### src/rtl/regwr_pkg.sv
package regwr_pkg;
  localparam logic [7:0] OP_NOP = 8'h00;
  localparam logic [7:0] OP_WR  = 8'h01;
  localparam logic [7:0] OP_MWR = 8'h02;
  localparam logic [7:0] OP_IDX = 8'h09;

  typedef enum logic [1:0] {ST_IDLE, ST_REQ, ST_RSP, ST_WR} state_e;
  typedef enum logic [1:0] {WK_LO, WK_HI, WK_DAT} word_e;
  typedef enum logic [2:0] {K_NOP, K_WR, K_IDX, K_BAD} kind_e;
endpackage

### src/rtl/regwr_decode.sv
module regwr_decode
  import regwr_pkg::*;
#(
  parameter int RW = 20
) (
  input  logic [31:0]   hi_i,
  output kind_e         kind_o,
  output logic [RW-1:0] reg_o,
  output logic [3:0]    strb_o
);
  logic [7:0] op;
  assign op    = hi_i[31:24];
  assign reg_o = hi_i[RW-1:0];

  always_comb begin
    kind_o = K_BAD;
    strb_o = 4'hF;
    case (op)
      OP_NOP: kind_o = K_NOP;
      OP_WR:  kind_o = K_WR;
      OP_MWR: begin kind_o = K_WR; strb_o = hi_i[23:20]; end
      OP_IDX: kind_o = K_IDX;
      default: kind_o = K_BAD;
    endcase
  end
endmodule

### src/rtl/regwr_ptr.sv
module regwr_ptr #(
  parameter int AW = 16
) (
  input  logic          clk_i,
  input  logic          rst_ni,
  input  logic          idle_i,
  input  logic          head_wr_i,
  input  logic [AW-1:0] head_addr_i,
  input  logic          tail_wr_i,
  input  logic [AW-1:0] tail_addr_i,
  input  logic          adv_i,
  output logic [AW-1:0] cur_o,
  output logic [AW-1:0] tail_o,
  output logic          at_tail_o,
  output logic          near_tail_o,
  output logic          odd_o
);
  localparam logic [AW-1:0] ALIGN_M = ~AW'(7);
  localparam logic [AW-1:0] WSTEP   = AW'(4);

  logic [AW-1:0] cur_q, tail_q;

  always_ff @(posedge clk_i or negedge rst_ni) begin
    if (!rst_ni) begin
      cur_q  <= '0;
      tail_q <= '0;
    end else begin
      if (head_wr_i && idle_i) cur_q <= head_addr_i & ALIGN_M;
      else if (adv_i)          cur_q <= cur_q + WSTEP;
      if (tail_wr_i)           tail_q <= tail_addr_i & ALIGN_M;
    end
  end

  assign cur_o       = cur_q;
  assign tail_o      = tail_q;
  assign at_tail_o   = (cur_q == tail_q);
  assign near_tail_o = ((cur_q + WSTEP) == tail_q);
  assign odd_o       = cur_q[2];
endmodule

### src/rtl/regwr_stream_engine.sv
module regwr_stream_engine
  import regwr_pkg::*;
#(
  parameter int AW = 16,
  parameter int RW = 20,
  parameter int CW = 16
) (
  input  logic          clk_i,
  input  logic          rst_ni,
  input  logic          enable_i,
  input  logic          head_wr_i,
  input  logic [AW-1:0] head_addr_i,
  input  logic          tail_wr_i,
  input  logic [AW-1:0] tail_addr_i,
  output logic          busy_o,
  output logic          err_o,
  output logic [AW-1:0] cur_head_o,
  output logic          mem_req_o,
  output logic [AW-1:0] mem_addr_o,
  input  logic          mem_gnt_i,
  input  logic          mem_rvalid_i,
  input  logic [31:0]   mem_rdata_i,
  output logic          reg_wr_valid_o,
  input  logic          reg_wr_ready_i,
  output logic [RW-1:0] reg_wr_addr_o,
  output logic [31:0]   reg_wr_data_o,
  output logic [3:0]    reg_wr_strb_o
);
  localparam logic [CW-1:0] CNT_ONE = CW'(1);
  localparam logic [AW-1:0] ALIGN_M = ~AW'(7);

  state_e        state_q;
  word_e         wk_q;
  logic [31:0]   lo_q, wdata_q;
  logic [CW-1:0] cnt_q;
  logic [RW-1:0] waddr_q;
  logic [3:0]    wstrb_q;
  logic          err_q;

  kind_e         dkind;
  logic [RW-1:0] dreg;
  logic [3:0]    dstrb;
  logic [AW-1:0] cur, tail;
  logic          at_tail, near_tail, odd;
  logic          go, wr_done, last_dat, adv, rsp;

  regwr_decode #(.RW(RW)) u_dec (
    .hi_i(mem_rdata_i), .kind_o(dkind), .reg_o(dreg), .strb_o(dstrb)
  );

  regwr_ptr #(.AW(AW)) u_ptr (
    .clk_i, .rst_ni,
    .idle_i(state_q == ST_IDLE),
    .head_wr_i, .head_addr_i, .tail_wr_i, .tail_addr_i,
    .adv_i(adv),
    .cur_o(cur), .tail_o(tail),
    .at_tail_o(at_tail), .near_tail_o(near_tail), .odd_o(odd)
  );

  assign go       = tail_wr_i && enable_i && !err_q && ((tail_addr_i & ALIGN_M) != cur);
  assign rsp      = (state_q == ST_RSP) && mem_rvalid_i;
  assign wr_done  = (state_q == ST_WR) && reg_wr_ready_i;
  assign last_dat = (wk_q == WK_DAT) && (cnt_q == CNT_ONE);
  // pad skip advances the head without a read
  assign adv      = enable_i && (rsp || (wr_done && last_dat && odd));

  always_ff @(posedge clk_i or negedge rst_ni) begin
    if (!rst_ni) begin
      state_q <= ST_IDLE;
      wk_q    <= WK_LO;
      lo_q    <= '0;
      wdata_q <= '0;
      cnt_q   <= '0;
      waddr_q <= '0;
      wstrb_q <= '0;
      err_q   <= 1'b0;
    end else if (!enable_i) begin
      state_q <= ST_IDLE;
      err_q   <= 1'b0;
    end else begin
      case (state_q)
        ST_IDLE: if (go) begin state_q <= ST_REQ; wk_q <= WK_LO; end
        ST_REQ:  if (mem_gnt_i) state_q <= ST_RSP;
        ST_RSP: if (mem_rvalid_i) begin
          case (wk_q)
            WK_LO: begin lo_q <= mem_rdata_i; wk_q <= WK_HI; state_q <= ST_REQ; end
            WK_HI: begin
              wk_q <= WK_LO;
              case (dkind)
                K_WR: begin
                  waddr_q <= dreg; wdata_q <= lo_q; wstrb_q <= dstrb;
                  state_q <= ST_WR;
                end
                K_IDX: if (lo_q[CW-1:0] == '0) begin
                  state_q <= near_tail ? ST_IDLE : ST_REQ;
                end else begin
                  cnt_q <= lo_q[CW-1:0]; waddr_q <= dreg; wstrb_q <= 4'hF;
                  wk_q <= WK_DAT; state_q <= ST_REQ;
                end
                K_NOP: state_q <= near_tail ? ST_IDLE : ST_REQ;
                default: begin err_q <= 1'b1; state_q <= ST_IDLE; end
              endcase
            end
            default: begin wdata_q <= mem_rdata_i; state_q <= ST_WR; end
          endcase
        end
        default: if (reg_wr_ready_i) begin
          if (wk_q == WK_DAT && !last_dat) begin
            cnt_q <= cnt_q - CNT_ONE; state_q <= ST_REQ;
          end else if (wk_q == WK_DAT) begin
            wk_q    <= WK_LO;
            state_q <= (odd ? near_tail : at_tail) ? ST_IDLE : ST_REQ;
          end else begin
            state_q <= at_tail ? ST_IDLE : ST_REQ;
          end
        end
      endcase
    end
  end

  assign busy_o         = (state_q != ST_IDLE);
  assign err_o          = err_q;
  assign cur_head_o     = cur;
  assign mem_req_o      = (state_q == ST_REQ);
  assign mem_addr_o     = cur;
  assign reg_wr_valid_o = (state_q == ST_WR);
  assign reg_wr_addr_o  = waddr_q;
  assign reg_wr_data_o  = wdata_q;
  assign reg_wr_strb_o  = wstrb_q;

  a_r10_wr_hold: assert property (@(posedge clk_i) disable iff (!rst_ni)
    (reg_wr_valid_o && !reg_wr_ready_i && enable_i) |=>
      (reg_wr_valid_o && $stable(reg_wr_addr_o) && $stable(reg_wr_data_o) && $stable(reg_wr_strb_o)));

  a_r11_req_hold: assert property (@(posedge clk_i) disable iff (!rst_ni)
    (mem_req_o && !mem_gnt_i && enable_i) |=> (mem_req_o && $stable(mem_addr_o)));

  a_r8_abort: assert property (@(posedge clk_i) disable iff (!rst_ni)
    !enable_i |=> (!busy_o && !reg_wr_valid_o));

  a_r9_sticky: assert property (@(posedge clk_i) disable iff (!rst_ni)
    (err_o && enable_i) |=> (err_o && !busy_o));

  a_r7_end_at_tail: assert property (@(posedge clk_i) disable iff (!rst_ni)
    ($fell(busy_o) && $past(enable_i) && !err_o) |-> (cur_head_o == tail));
endmodule

### config.mk
export PLATFORM = sky130hd
export DESIGN_NAME = regwr_stream_engine
export DESIGN_NICKNAME = d
export VERILOG_FILES = /design/src/rtl/regwr_pkg.sv /design/src/rtl/regwr_decode.sv /design/src/rtl/regwr_ptr.sv /design/src/rtl/regwr_stream_engine.sv
export SDC_FILE = /design/constraint.sdc
export NUM_CORES = 1
export LEC_CHECK = 0
export ABC_AREA = 1
export BUFFER_PORTS_ARGS = -buffer_cell sky130_fd_sc_hd__clkbuf_2
export CORE_ASPECT_RATIO = 0.5
export CORE_MARGIN = 2
export CORE_UTILIZATION = 55
export CTS_CLUSTER_DIAMETER = 120
export DETAILED_ROUTE_END_ITERATION = 8
export HOLD_SLACK_MARGIN = 0.08
export PLACE_DENSITY_LB_ADDON = 0.05
export SYNTH_ARGS = -nofsm -noshare
export SYNTH_HDL_FRONTEND = slang
export SYNTH_SLANG_ARGS = --single-unit
### constraint.sdc
create_clock -name clk_i -period 2.4 [get_ports clk_i]
set_clock_uncertainty 0.1 [all_clocks]
set_input_delay 0.48 -clock clk_i [delete_from_list [all_inputs] [get_ports clk_i]]
set_output_delay 0.48 -clock clk_i [all_outputs]
set_load 0.05 [all_outputs]
==> Word level (Yosys, flattened, before mapping) <==
Cells that the tools add are included.
{ "word_totals": {"inputBits": 72, "output_inout_bits": 92, "latch_bits": 0, "register_bits": 138, "memories": 0, "ram_bits": 0, "romBits": 0} }
{ "classes": {"n_reduce_logical": 36, "muxes": 46, "order_cmp": 0, "div_mod_pow": 0, "addsub": 2, "shift": 0, "n_eq_ne": 31, "bitwise_logic": 3, "mul": 0} }
{ "ops": {"columns": ["cell", "count"], "rows": [
  ["16-bit 2-to-1 mux", 8],
  ["32-bit one-hot mux with 2 select lines", 1],
  ["20-bit one-hot mux with 2 select lines", 1],
  ["16-bit equality test", 2],
  ["32-bit 2-to-1 mux", 1],
  ["16-bit one-hot mux with 2 select lines", 1],
  ["2-bit 2-to-1 mux", 12],
  ["2-bit one-hot mux with 3 select lines", 4],
  ["20-bit 2-to-1 mux", 1],
  ["16-bit by 3-bit adder with 16-bit output, second input constant", 1],
  ["16-bit by 1-bit equality test with 1-bit output, second input constant", 1],
  ["16-bit zero test", 1],
  ["16-bit != test", 1],
  ["8-bit AND reduction", 2],
  ["16-bit by 1-bit subtractor with 16-bit output, second input constant", 1],
  ["1-bit 2-to-1 mux", 12],
  ["2-bit by 1-bit != test with 1-bit output, second input constant", 6],
  ["4-bit AND reduction", 3],
  ["1-bit logical AND", 11],
  ["2-bit != test, second input constant", 5],
  ["2-bit nonzero test", 5],
  ["8-bit by 1-bit equality test with 1-bit output, second input constant", 1],
  ["8-bit by 2-bit equality test with 1-bit output, second input constant", 1],
  ["8-bit by 4-bit equality test with 1-bit output, second input constant", 1],
  ["other kinds (22)", 35]
]} }

==> Longest topological paths before layout <==
{ "logic_depth": {"word_depth": 10, "ltp_mapped": 16, "mapped_depth_nobuf": 15} }

==> Modules after synthesis <==
From an unflattened synthesis, not the netlist that was laid out.
{ "hier_totals": {"cells_unflattened": 1087, "hier_area_um2": 8023.9} }
{ "modules_own_cells": {"columns": ["mod", "area_each_um2", "cells_per_inst", "instances", "seq_area_each_um2"], "rows": [
  ["regwr_stream_engine", 5836.8, 759, 1, 2727.6],
  ["regwr_ptr", 1883.1, 277, 1, 675.6],
  ["regwr_decode", 304.0, 51, 1, 0.0]
]} }

==> Worst setup path after synthesis <==
Ideal clock, no wire load.
{ "synth_timing": {"kind": "register to register", "from": "register u_ptr.cur_q[4] (netlist: u_ptr.cur_o[4])", "to": "register state_q[0]", "setup_ns": 0.117, "t_required_ns": 2.183, "path_slack_ns": 0.202, "path_stages_with_launch": 15, "synth_period_minus_slack_ns": 2.198, "t_arrival_ns": 1.981, "cell_sequence": "dfrtp_1 > buf_2 > nand2_1 > nor2_1 > nand2_1 > nand2_1 > nand2_1 > nor2_1 > nand4_1 > nor2_1 > nand3_1 > nand2_1 > nand2_1 > nand2_1 > nand2_1"} }
{ "synth_between": {"elab_chain_cells": 9} }
{ "synth_lines": {"columns": ["item", "line_no", "rtl"], "rows": [
  ["from (decl)", "regwr_ptr.sv:21", "logic [AW-1:0] cur_q, tail_q;"],
  ["from (signal assigned)", "regwr_ptr.sv:28", "if (head_wr_i && idle_i) cur_q <= head_addr_i & ALIGN_M;"],
  ["from (signal assigned)", "regwr_ptr.sv:29", "else if (adv_i) cur_q <= cur_q + WSTEP;"],
  ["16-bit by 3-bit adder with 16-bit output", "regwr_ptr.sv:37", "assign near_tail_o = ((cur_q + WSTEP) == tail_q);"],
  ["16-bit equality test", "regwr_ptr.sv:37", null],
  ["1-bit 2-to-1 mux (on tied branches)", "regwr_stream_engine.sv:95, regwr_stream_engine.sv:100, regwr_stream_engine.sv:112", null],
  ["1-bit 2-to-1 mux (on tied branches)", "regwr_stream_engine.sv:94, regwr_stream_engine.sv:112", null],
  ["2-bit one-hot mux with 3 select lines / 1-bit 2-to-1 mux (equally long branches)", "regwr_stream_engine.sv:89, regwr_stream_engine.sv:110", null],
  ["2-bit one-hot mux with 2 select lines / 1-bit 2-to-1 mux (equally long branches)", "regwr_stream_engine.sv:85, regwr_stream_engine.sv:108", null],
  ["2-bit 2-to-1 mux (on tied branches)", "regwr_stream_engine.sv:84, regwr_stream_engine.sv:107", null],
  ["2-bit one-hot mux with 3 select lines", "regwr_stream_engine.sv:81", "case (state_q)"],
  ["2-bit 2-to-1 mux", "regwr_stream_engine.sv:77", "end else if (!enable_i) begin"],
  ["to (signal assigned)", "regwr_stream_engine.sv:95", "state_q <= near_tail ? ST_IDLE : ST_REQ;"],
  ["to (signal assigned)", "regwr_stream_engine.sv:100", "K_NOP: state_q <= near_tail ? ST_IDLE : ST_REQ;"],
  ["to (signal assigned)", "regwr_stream_engine.sv:112", "state_q <= (odd ? near_tail : at_tail) ? ST_IDLE : ST_REQ;"],
  ["to (decl)", "regwr_stream_engine.sv:32", "state_e state_q;"]
]} }
Several ways; a longest one is shown, not always the timed one. The select of a mux whose other input is x is not followed.
A chain may end at the register's enable or synchronous reset.

==> Final worst setup path <==
{ "layout_timing": {"from": "register cnt_q[1]", "to": "register u_ptr.cur_q[5] (netlist: u_ptr.cur_o[5])"} }
{ "layout_between": {"elab_chain_cells": 7} }
{ "layout_lines": {"columns": ["item", "line_no", "rtl"], "rows": [
  ["from (decl)", "regwr_stream_engine.sv:35", "logic [CW-1:0] cnt_q;"],
  ["from (signal assigned)", "regwr_stream_engine.sv:73", "cnt_q <= '0;"],
  ["from (signal assigned)", "regwr_stream_engine.sv:97", "cnt_q <= lo_q[CW-1:0]; waddr_q <= dreg; wstrb_q <= 4'hF;"],
  ["from (signal assigned)", "regwr_stream_engine.sv:109", "cnt_q <= cnt_q - CNT_ONE; state_q <= ST_REQ;"],
  ["16-bit by 1-bit equality test with 1-bit output", "regwr_stream_engine.sv:63", "assign last_dat = (wk_q == WK_DAT) && (cnt_q == CNT_ONE);"],
  ["1-bit logical AND", "regwr_stream_engine.sv:63", null],
  ["1-bit logical AND (2 in a row)", "regwr_stream_engine.sv:65", "assign adv = enable_i && (rsp || (wr_done && last_dat && odd));"],
  ["1-bit logical OR", "regwr_stream_engine.sv:65", null],
  ["1-bit logical AND", "regwr_stream_engine.sv:65", null],
  ["2-bit nonzero test (no line)", null, null]
]} }
No other way between the ends.

==> impl_metrics.env <==
export IMPL_status="completed"
export IMPL_clockBufferDepth=2
export IMPL_root_buffer="clkbuf_16"
export IMPL_core_area_um2=13400
export IMPL_port_buffers=153
export IMPL_fp_row_count=30
export IMPL_hp_class="primary input to flip-flop"
export IMPL_fin_ws_ns=0.2096
export IMPL_synth_cell_area_um2=7458
export IMPL_leakage_nw=5.006
export IMPL_dr_pass1_iters=6
export IMPL_synth_most_common_cell="nand2_1"
export IMPL_maxSlewViolCount=0
export IMPL_die_area_um2=14570
export IMPL_cts_buffers=17
export IMPL_irDropWorstVdd_uv=631.2
export IMPL_die_h_um=86.35
export IMPL_critPathMaxFanout=12
export IMPL_area_growth_pct=20.52
export IMPL_r2r_cells=8
export IMPL_avgRoutedWirePerCell_um=15.17
export IMPL_slew_headroom_pct=61.12
export IMPL_r2r_start="cnt_q[1]$_DFFE_PN0P_"
export IMPL_vias=6915
export IMPL_pre_cts_slack_ns=0.1616
export IMPL_reg2reg_to="u_ptr.cur_o[5]$_DFFE_PN0P_"
export IMPL_cts_tree="done"
export IMPL_final_nets=1187
export IMPL_grt_usage_pct=28.23
export IMPL_ys_seq_area_share_pct=45.63
export IMPL_dpl_hpwl_um=13690
export IMPL_final_period_utilization_pct=91.27
export IMPL_max_cap_viol_count=0
export IMPL_holdWs_ns=0.1943
export IMPL_drc_errors=0
export IMPL_worstSetupEndpoint="u_ptr.cur_o[5]$_DFFE_PN0P_"
export IMPL_grt_max_degree=65
export IMPL_clock_sinks=136
export IMPL_critical_path_class="flip-flop to flip-flop"
export IMPL_avgSynthCellArea_um2=7.705
export IMPL_final_cells=1301
export IMPL_netlist_instances=968
export IMPL_ys_ff_latch=136
export IMPL_crit_path_end_kind="flip-flop"
export IMPL_worstMarginPinSlew_ns=0.5778
export IMPL_fp_dieW_um=168.7
export IMPL_power_density_nw_per_um2=1273
export IMPL_place_inst=1268
export IMPL_fin_setup_tns_ns=0
export IMPL_antenna_found_initial=0
export IMPL_yosysTopAreaCell="dfrtp_1"
export IMPL_finalSetupViolations=0
export IMPL_rsz0062_at_grt="no"
export IMPL_synthFlopType="dfrtp_1"
export IMPL_start_kind="flip-flop"
export IMPL_yosysWarnings=0
export IMPL_cts_max_level=4
export IMPL_clk_pin_slew_worst_paths_ns=0.07
export IMPL_synth_edf_count=0
export IMPL_rrSetupSlack_ns=0.21
export IMPL_ys_top_cells_by_count="nand2_1 (248), dfrtp_1 (136), nor2_1 (133)"
export IMPL_initial_core_util_pct=55.66
export IMPL_postRouteAntennaNets=0
export IMPL_vias_per_cell=5.315
export IMPL_finalHoldViolations=0
export IMPL_gp_congestion=0.8987
export IMPL_yosys_area_top_type_share_pct=45.63
export IMPL_power_total_w=0.01145
export IMPL_grt_ovfl_total=0
export IMPL_grt_pass1_wl_um=32460
export IMPL_cp_required_ns=2.60
export IMPL_drive_above_1_share_pct=21.42
export IMPL_fmax_ghz=0.4565
export IMPL_crit_arrival_ns=2.39
export IMPL_period_needed_ns=2.190
export IMPL_startpoint="cnt_q[1]$_DFFE_PN0P_"
export IMPL_async_reset_ff_share_pct=100.0
export IMPL_clkLatencyLatePin_ns=0.42
export IMPL_io_pins=164
export IMPL_routed_wl_um=19730
export IMPL_antenna_cells=0
export IMPL_grt_pass1_vias=6591
export IMPL_ys_types=33
export IMPL_drt_iter0_drc=538
export IMPL_synth_area_leaders="dfrtp_1 (46%), nand2_1 (12%), nor2_1 (6.7%)"
==> critical path, stage by stage, from the launching register on <==
cell and delay, ns:
dfrtp_1 0.39, inv_1 0.09, ha_1 0.17, nand4_1 0.09
nor4_1 0.46, nand4_1 0.24, buf_4 0.26, a21boi_0 0.21
nor3_1 0.07
==> state kept, by name, indices dropped and copies added (netlist names) <==
signal / count
err_o: 1
u_ptr.cur_o: 14
reg_wr_data_o: 32
state_q: 2
wk_q: 2
u_ptr.tail_o: 13
reg_wr_strb_o: 4
reg_wr_addr_o: 20
cnt_q: 16
lo_q: 32
==> placed cells by master, fill, tap and decap left out, types with 2 or more instances in the layout <==
cell type	count
a21boi_0	3
a21oi_1	30
a31oi_1	34
buf_12	4
buf_4	19
clkbuf_16	17
clkbuf_2	152
clkinv_4	2
clkinvlp_4	3
conb_1	4
dfrtp_1	135
ha_1	2
inv_1	105
inv_2	4
inv_6	5
inv_8	2
mux2_2	16
mux2i_1	27
nand2_1	247
nand2_2	2
nand3_1	37
nand4_1	15
nor2_1	131
nor2_2	4
nor3_1	17
nor4_1	6
o211ai_1	2
o21ai_0	59
o22ai_1	3
or2_2	3
xnor2_1	7
xor2_1	15
==> logic make-up after synthesis <==
group	synth area share, %
xor+xnor	2.584
buf+inv	9.629
other cells	0.05028
compound gates	10.13
flops	45.63
simple gates	25.43
fa+ha+maj	0.5033
mux	6.039
==> metal layers <==
metal / routed length, µm / part of all wire, % / up-vias / global-route usage, %
met3: 1358 / 6.9 / 21 / 7.215
met2: 8840 / 45 / 255 / 45.60
met4: 285 / 1.4 / 0 / 7.210
met1: 9246 / 47 / 3249 / 38.54
met5: 0 / 0 / - / 0
li1: - / - / 3390 / -
==> power breakdown <==
group	switching, W	total [W]	internal, W
clock	0.00117	0.00267	0.00150
combinational	0.00384	0.00524	0.00140
sequential	0.000611	0.00354	0.00293
==> timing repair <==
| action | 4_1_cts | 5_1_grt |
|---|---|---|
| hold buffers | 1 | 0 |
| setup endpoints to repair | 0 | 1 |
| resized for setup | 0 | 4 |
| hold endpoints to repair | 42 | 0 |
| buffers inserted | 0 | 0 |
==> final cells by class <==
cell class / instances / area, µm²
fillers: 1167 / 4412
flip-flops and latches: 136 / 3405
multi-input cells: 671 / 3358
repair buffers: 177 / 1005
clock buffers: 18 / 439.2
inverters: 109 / 409.1
well taps: 176 / 220.2
clock inverters: 14 / 152.6
==> worst min path at each step <==
stage                    start                       endpoint  slack, ns  cells after the start
2_1_floorplan           rst_ni           cnt_q[0]$_DFFE_PN0P_       0.08                      0
3_3_place_gp            rst_ni    u_ptr.cur_o[11]$_DFFE_PN0P_       0.34                      1
3_5_place_dp            rst_ni    u_ptr.cur_o[11]$_DFFE_PN0P_       0.34                      1
4_1_cts        mem_rdata_i[17]  reg_wr_addr_o[17]$_DFFE_PN0P_       0.18                      3
5_1_grt        tail_addr_i[12]   u_ptr.tail_o[12]$_DFFE_PN0P_       0.21                      3
6_report       mem_rdata_i[17]  reg_wr_addr_o[17]$_DFFE_PN0P_       0.19                      3
==> stage by stage <==
step | util (%) | area [µm²]
2_1_floorplan | - | 7470
3_3_place_gp | 62.52 | 8378
3_5_place_dp | 62.52 | 8378
4_1_cts | 67.01 | 8980
5_1_grt | 67.08 | 8989
6_report | 67.08 | 8989
No activity file was read; power rests on OpenSTA's default activity.
